$ cat src/rtl/vsc_pkg.sv
package vsc_pkg;
   typedef enum logic [2:0] {
      ST_IDLE   = 3'd0,
      ST_ARMED  = 3'd1,
      ST_DELAY  = 3'd2,
      ST_PARITY = 3'd3,
      ST_CAPT   = 3'd4,
      ST_DONE   = 3'd5
   } seq_state_t;
endpackage

$ cat src/rtl/vsc_trig_detect.sv
module vsc_trig_detect #(
   parameter int NTRIG       = 4,
   parameter int SYNC_STAGES = 2,
   parameter bit REG_HIT     = 1'b0
) (
   input  logic             clk,
   input  logic             rst_n,
   input  logic [NTRIG-1:0] trig_in,
   input  logic [NTRIG-1:0] line_en,
   input  logic [NTRIG-1:0] line_fall,
   output logic             hit
);
   logic [NTRIG-1:0] line_edge;
   logic             any_edge;

   if (NTRIG < 1) begin : g_bad_ntrig
      $error("NTRIG must be at least 1");
   end
   if (SYNC_STAGES < 2) begin : g_bad_sync
      $error("SYNC_STAGES must be at least 2");
   end

   for (genvar i = 0; i < NTRIG; i++) begin : g_line
      logic [SYNC_STAGES:0] shreg;
      logic                 now_lvl, old_lvl;
      always_ff @(posedge clk) begin
         if (!rst_n) shreg <= '0;
         else        shreg <= {shreg[SYNC_STAGES-1:0], trig_in[i]};
      end
      assign now_lvl = shreg[SYNC_STAGES-1];
      assign old_lvl = shreg[SYNC_STAGES];
      assign line_edge[i] = line_en[i] &
                            (line_fall[i] ? (old_lvl & ~now_lvl) : (now_lvl & ~old_lvl));
   end

   assign any_edge = |line_edge;

   if (REG_HIT) begin : g_reg
      always_ff @(posedge clk) begin
         if (!rst_n) hit <= 1'b0;
         else        hit <= any_edge;
      end
   end else begin : g_comb
      assign hit = any_edge;
   end
endmodule

$ cat src/rtl/vsc_sequencer.sv
module vsc_sequencer
   import vsc_pkg::*;
#(
   parameter int CNT_W = 4,
   parameter int DLY_W = 4
) (
   input  logic             clk,
   input  logic             rst_n,
   input  logic             field_start,
   input  logic             field_odd,
   input  logic             trig_hit,
   input  logic [DLY_W-1:0] cfg_delay,
   input  logic [CNT_W-1:0] cfg_count,
   input  logic             cfg_frame_mode,
   input  logic             cfg_align_en,
   input  logic             cfg_align_odd,
   input  logic             sw_start,
   input  logic             sw_arm,
   input  logic             sw_abort,
   output logic             cap_en,
   output logic             busy,
   output logic             done,
   output logic [CNT_W-1:0] cap_count
);
   localparam int FW = CNT_W + 1;

   seq_state_t       state;
   logic [DLY_W-1:0] dly_cnt;
   logic [FW-1:0]    fld_cnt;
   logic [FW-1:0]    target;
   logic [CNT_W-1:0] eff_count;
   logic             par_ok;
   logic             delay_zero;

   if (CNT_W < 1 || DLY_W < 1) begin : g_bad_w
      $error("CNT_W and DLY_W must be at least 1");
   end

   assign eff_count  = (cfg_count == '0) ? CNT_W'(1) : cfg_count;
   assign target     = cfg_frame_mode ? {eff_count, 1'b0} : {1'b0, eff_count};
   assign par_ok     = !(cfg_frame_mode && cfg_align_en) || (field_odd == cfg_align_odd);
   assign delay_zero = (cfg_delay == '0);

   always_ff @(posedge clk) begin
      if (!rst_n || sw_abort) begin
         state   <= ST_IDLE;
         dly_cnt <= '0;
         fld_cnt <= '0;
         cap_en  <= 1'b0;
      end else begin
         case (state)
            ST_IDLE, ST_DONE: begin
               if (sw_start) begin
                  fld_cnt <= '0;
                  dly_cnt <= '0;
                  state   <= delay_zero ? ST_PARITY : ST_DELAY;
               end else if (sw_arm) begin
                  fld_cnt <= '0;
                  state   <= ST_ARMED;
               end
            end
            ST_ARMED: begin
               if (sw_start || trig_hit) begin
                  dly_cnt <= '0;
                  state   <= delay_zero ? ST_PARITY : ST_DELAY;
               end
            end
            ST_DELAY: begin
               if (field_start) begin
                  if (dly_cnt == cfg_delay - 1'b1) state <= ST_PARITY;
                  else                             dly_cnt <= dly_cnt + 1'b1;
               end
            end
            ST_PARITY: begin
               if (field_start && par_ok) begin
                  cap_en <= 1'b1;
                  state  <= ST_CAPT;
               end
            end
            ST_CAPT: begin
               if (field_start) begin
                  fld_cnt <= fld_cnt + 1'b1;
                  if (fld_cnt + 1'b1 == target) begin
                     cap_en <= 1'b0;
                     state  <= ST_DONE;
                  end
               end
            end
            default: state <= ST_IDLE;
         endcase
      end
   end

   assign busy      = (state != ST_IDLE) && (state != ST_DONE);
   assign done      = (state == ST_DONE);
   assign cap_count = cfg_frame_mode ? fld_cnt[FW-1:1] : fld_cnt[CNT_W-1:0];
endmodule

$ cat src/rtl/vid_start_ctrl.sv
module vid_start_ctrl #(
   parameter int NTRIG       = 4,
   parameter int SYNC_STAGES = 2,
   parameter bit REG_HIT     = 1'b0,
   parameter int CNT_W       = 4,
   parameter int DLY_W       = 4
) (
   input  logic             clk,
   input  logic             rst_n,
   input  logic             field_start,
   input  logic             field_odd,
   input  logic [NTRIG-1:0] trig_in,
   input  logic [NTRIG-1:0] cfg_trig_en,
   input  logic [NTRIG-1:0] cfg_trig_fall,
   input  logic [DLY_W-1:0] cfg_delay,
   input  logic [CNT_W-1:0] cfg_count,
   input  logic             cfg_frame_mode,
   input  logic             cfg_align_en,
   input  logic             cfg_align_odd,
   input  logic             sw_start,
   input  logic             sw_arm,
   input  logic             sw_abort,
   output logic             cap_en,
   output logic             busy,
   output logic             done,
   output logic [CNT_W-1:0] cap_count
);
   logic trig_hit;

   vsc_trig_detect #(
      .NTRIG(NTRIG), .SYNC_STAGES(SYNC_STAGES), .REG_HIT(REG_HIT)
   ) u_trig (
      .clk(clk), .rst_n(rst_n), .trig_in(trig_in),
      .line_en(cfg_trig_en), .line_fall(cfg_trig_fall), .hit(trig_hit)
   );

   vsc_sequencer #(.CNT_W(CNT_W), .DLY_W(DLY_W)) u_seq (
      .clk(clk), .rst_n(rst_n), .field_start(field_start), .field_odd(field_odd),
      .trig_hit(trig_hit), .cfg_delay(cfg_delay), .cfg_count(cfg_count),
      .cfg_frame_mode(cfg_frame_mode), .cfg_align_en(cfg_align_en),
      .cfg_align_odd(cfg_align_odd), .sw_start(sw_start), .sw_arm(sw_arm),
      .sw_abort(sw_abort), .cap_en(cap_en), .busy(busy), .done(done),
      .cap_count(cap_count)
   );
endmodule

$ cat config.mk
export PLATFORM = sky130hd
export DESIGN_NAME = vid_start_ctrl
export DESIGN_NICKNAME = d
export VERILOG_FILES = /design/src/rtl/vsc_pkg.sv /design/src/rtl/vsc_trig_detect.sv /design/src/rtl/vsc_sequencer.sv /design/src/rtl/vid_start_ctrl.sv
export SDC_FILE = /design/constraint.sdc
export NUM_CORES = 1
export LEC_CHECK = 0
export ABC_AREA = 1
export BUFFER_PORTS_ARGS = -buffer_cell sky130_fd_sc_hd__buf_2
export CORE_MARGIN = 1.5
export CORE_UTILIZATION = 40
export CTS_CLUSTER_SIZE = 40
export DETAILED_ROUTE_END_ITERATION = 10
export GPL_TIMING_DRIVEN = 1
export PLACE_DENSITY_LB_ADDON = 0.12
export SLEW_MARGIN = 20
export SYNTH_ARGS = -nofsm -noshare
export SYNTH_HDL_FRONTEND = slang
export SYNTH_SLANG_ARGS = --single-unit
export TNS_END_PERCENT = 5
$ cat constraint.sdc
create_clock -name clk -period 4.3 [get_ports clk]
set_clock_uncertainty 0.05 [all_clocks]
set_input_delay 0.86 -clock clk [delete_from_list [all_inputs] [get_ports clk]]
set_output_delay 0.86 -clock clk [all_outputs]
set_load 0.01 [all_outputs]
==> impl_metrics.py <==
metrics = {
    "layout": {
        "fillCellCount": 461,
        "post-route-util_pct": 48.6,
        "final_common_cell": "nand2_1",
        "drive_gt1_share_pct": 18.2,
        "mostFrequentLayoutCells": "91 x nand2_1, 53 x inv_1, 36 x buf_2",
        "area_growth_pct": 16.6,
        "diodes": 0,
        "fin_nets": 353,
        "stdcell_count": 368,
        "finalInstanceArea_sq_um": 1960,
    },
    "timing": {
        "fin_crit_sh_pct": 54.7,
        "fmax_mhz": 425,
        "min_period_ns": 2.35,
        "rsz0062_at_grt": "no",
        "tns_ns": 0,
        "worstMarginPinSlew_ns": 0.512,
        "final_max_slew_viol_count": 0,
        "hold_viol_final": 0,
        "max_slew_margin_pct": 65.7,
        "setup_viol": 0,
    },
    "hold_path": {
        "hp-class": "register to register",
    },
    "logic_synthesis": {
        "ys_async_sr_fraction_pct": 0,
        "synth_top_family_by_area": "simple AND/OR/NAND/NOR gates",
        "synth_seq_cells": 25,
        "synth_compound_area_share_pct": 11.0,
        "synthSimpleGateAreaFrac_pct": 40.8,
        "synth-seq-area-share_pct": 29.8,
        "synth_top_flop_cell": "dfxtp_1",
        "synth_top_area_share_pct": 29.8,
        "synth_nets": 315,
        "syn_area_per_cell_sq_um": 5.98,
        "synthXorXnorAreaFrac_pct": 2.08,
        "synth-edff-count": 0,
        "synth_area_leader_cell": "dfxtp_1",
        "muxShareOfSynthArea_pct": 0,
        "netlist_area_sq_um": 1680,
        "synthTopCellsByArea": "dfxtp_1 30%, nand2_1 20%, inv_1 12%, nand3_1 7.4%, nor2_1 6.3%",
        "yosys_warnings": 0,
        "yosys.area_share.adder_pct": 2.98,
        "ys_types": 27,
        "syn_inst": 281,
    },
    "detailed_routing": {
        "drt_iter0_markers": 72,
        "routed_wl_microns": 3340,
        "final_antenna_net_count": 0,
        "drt_pass1_iterations": 4,
        "via_per_inst": 4.45,
        "routedWlPerCell_microns": 9.07,
        "vias": 1639,
        "drc": 0,
    },
    "clock_tree": {
        "h-tree-depth": 1,
        "cts_setup_buffers": 0,
        "ctsResizeCount": 0,
        "clock_latency_ns": 0.28,
        "ctsHoldBuffers": 0,
        "clock_sinks": 25,
        "ctsLongestPathBuffers": 2,
        "clk_pin_slew_worst_paths_ns": 0.10,
        "cts_buffers": 3,
        "clockRootBuffer": "clkbuf_8",
        "cts_tree": "yes",
    },
    "global_route": {
        "grt_first_pass_wirelength_microns": 5770,
        "overflow": 0,
        "grt_pass1_vias": 1415,
        "grt_usage_pct": 16.1,
        "antenna_found_initial": 0,
        "grt_max_degree": 17,
    },
    "floorplanning": {
        "design.core.area_sq_um": 4030,
        "start_util_pct": 41.7,
        "die-area_sq_um": 4600,
        "die_width_microns": 67.8,
        "num_rows": 23,
        "ios": 37,
        "die_h_microns": 67.8,
    },
    "setup_path": {
        "crit_required_ns": 3.39,
        "worstPathMaxFanout": 12,
        "critPathKind": "input port to output port",
        "startpoint_type": "input port",
        "endpoint_kind": "output port",
        "critical_path_arrival_ns": 1.44,
    },
    "power_and_ir_drop": {
        "p_sw_share_pct": 40.1,
        "cellInternalPower_w": 0.000417,
        "clkPwrFrac_pct": 21.3,
        "p_total_w": 0.000696,
        "power_switching_w": 0.000279,
        "p_leak_nw": 1.07,
        "pwr-share-seq_pct": 37.5,
        "p_per_area_nw_per_um2": 355,
        "combPwrFrac_pct": 41.1,
        "vdd_ir_drop_max_uv": 223,
    },
    "place": {
        "postPlaceCellArea_sq_um": 1910,
        "dp.cells": 364,
        "place.gp.congestion": 0.811,
        "port-buffer-count": 36,
        "hpwl_microns": 2740,
    },
    "status": {
        "outcome": "finished, final reports clean",
    },
    "run": {
        "cap_violations": 0,
    },
}
stage by stage:
| step | hold slack, ns | setup slack [ns] |
|---|---|---|
| after global placement | 0.342 | 1.93 |
| after detailed placement | 0.348 | 1.87 |
| final | 0.370 | 1.95 |
| after CTS | 0.372 | 1.94 |
| after global routing | 0.388 | 1.84 |
| after floorplan | 0.340 | 2.09 |
critical path, cell delays in order:
cell	delay (ns)
buf_2	0.19
inv_2	0.11
o21ai_0	0.14
buf_2	0.14
flip-flops by register name, summed over array words and instances (netlist names):
| register | flops |
|---|---|
| u_seq.cap_en | 1 |
| u_seq.dly_cnt | 4 |
| u_seq.fld_cnt | 5 |
| u_seq.state | 3 |
| u_trig.g_line.shreg | 12 |
metal layers:
| layer | wire length (microns) | up-vias | part of all wire, % | global-route usage (%) |
|---|---|---|---|---|
| met5 | 0 | - | 0 | 0 |
| met4 | 10 | 0 | 0.30 | 2.25 |
| met3 | 122 | 2 | 3.7 | 4.61 |
| met2 | 1580 | 24 | 47 | 29.3 |
| met1 | 1630 | 683 | 49 | 19.3 |
| li1 | - | 930 | - | - |
layout make-up:
class                           instances  area (sq um)  area share (%)
Sequential cell                        25           500            25.5
Clock buffer                            3          41.3            2.11
Tap cell                               50          62.6            3.19
Timing Repair Buffer                   36           180            9.20
Multi-Input combinational cell        197           956            48.8
Inverter                               56           210            10.7
Clock inverter                          1          8.76           0.447
Yosys cell counts, types with 2 or more instances:
master    n
nor2_2    3
nor2_1   28
o21ai_0   9
nand3_1  25
inv_2     3
nand4_1   4
nand2_2   4
o21ai_1   2
buf_2     2
inv_1    53
dfxtp_1  25
ha_1      4
o21ai_2   3
nand2_1  91
a21oi_1  11
xnor2_1   3
cell families after synthesis:
group                    after synthesis
flip-flops                            25
adder cells (fa/ha/maj)                4
buffers and inverters                 59
AO/OA/AOI/OAI                         30
AND/OR/NAND/NOR                      159
XOR/XNOR                               4
power by group through the flow:
stage,combinational (W),clock (W),sequential (W)
after floorplan,0.000226,0,0.000265
after global placement,0.000287,0,0.000267
after detailed placement,0.000286,0,0.000267
after CTS,0.000288,0.000155,0.000262
after global routing,0.000331,0.000165,0.000264
final,0.000286,0.000149,0.000261
path summary, 6_finish.rpt:
check                                                          start                                   end  slack (ns)  cells after the start
worst min register to register  u_trig.g_line[3].shreg[0]$_SDFF_PN0_  u_trig.g_line[3].shreg[1]$_SDFF_PN0_        0.37                      2
worst max register to register         u_seq.fld_cnt[1]$_SDFFE_PP0P_           u_seq.state[1]$_SDFFE_PP0P_        2.49                     14
worst max-delay path                                  cfg_frame_mode                          cap_count[1]        1.95                      4
worst min-delay path            u_trig.g_line[3].shreg[0]$_SDFF_PN0_  u_trig.g_line[3].shreg[1]$_SDFF_PN0_        0.37                      2
Note: power is estimated with default switching activity, not from simulation.
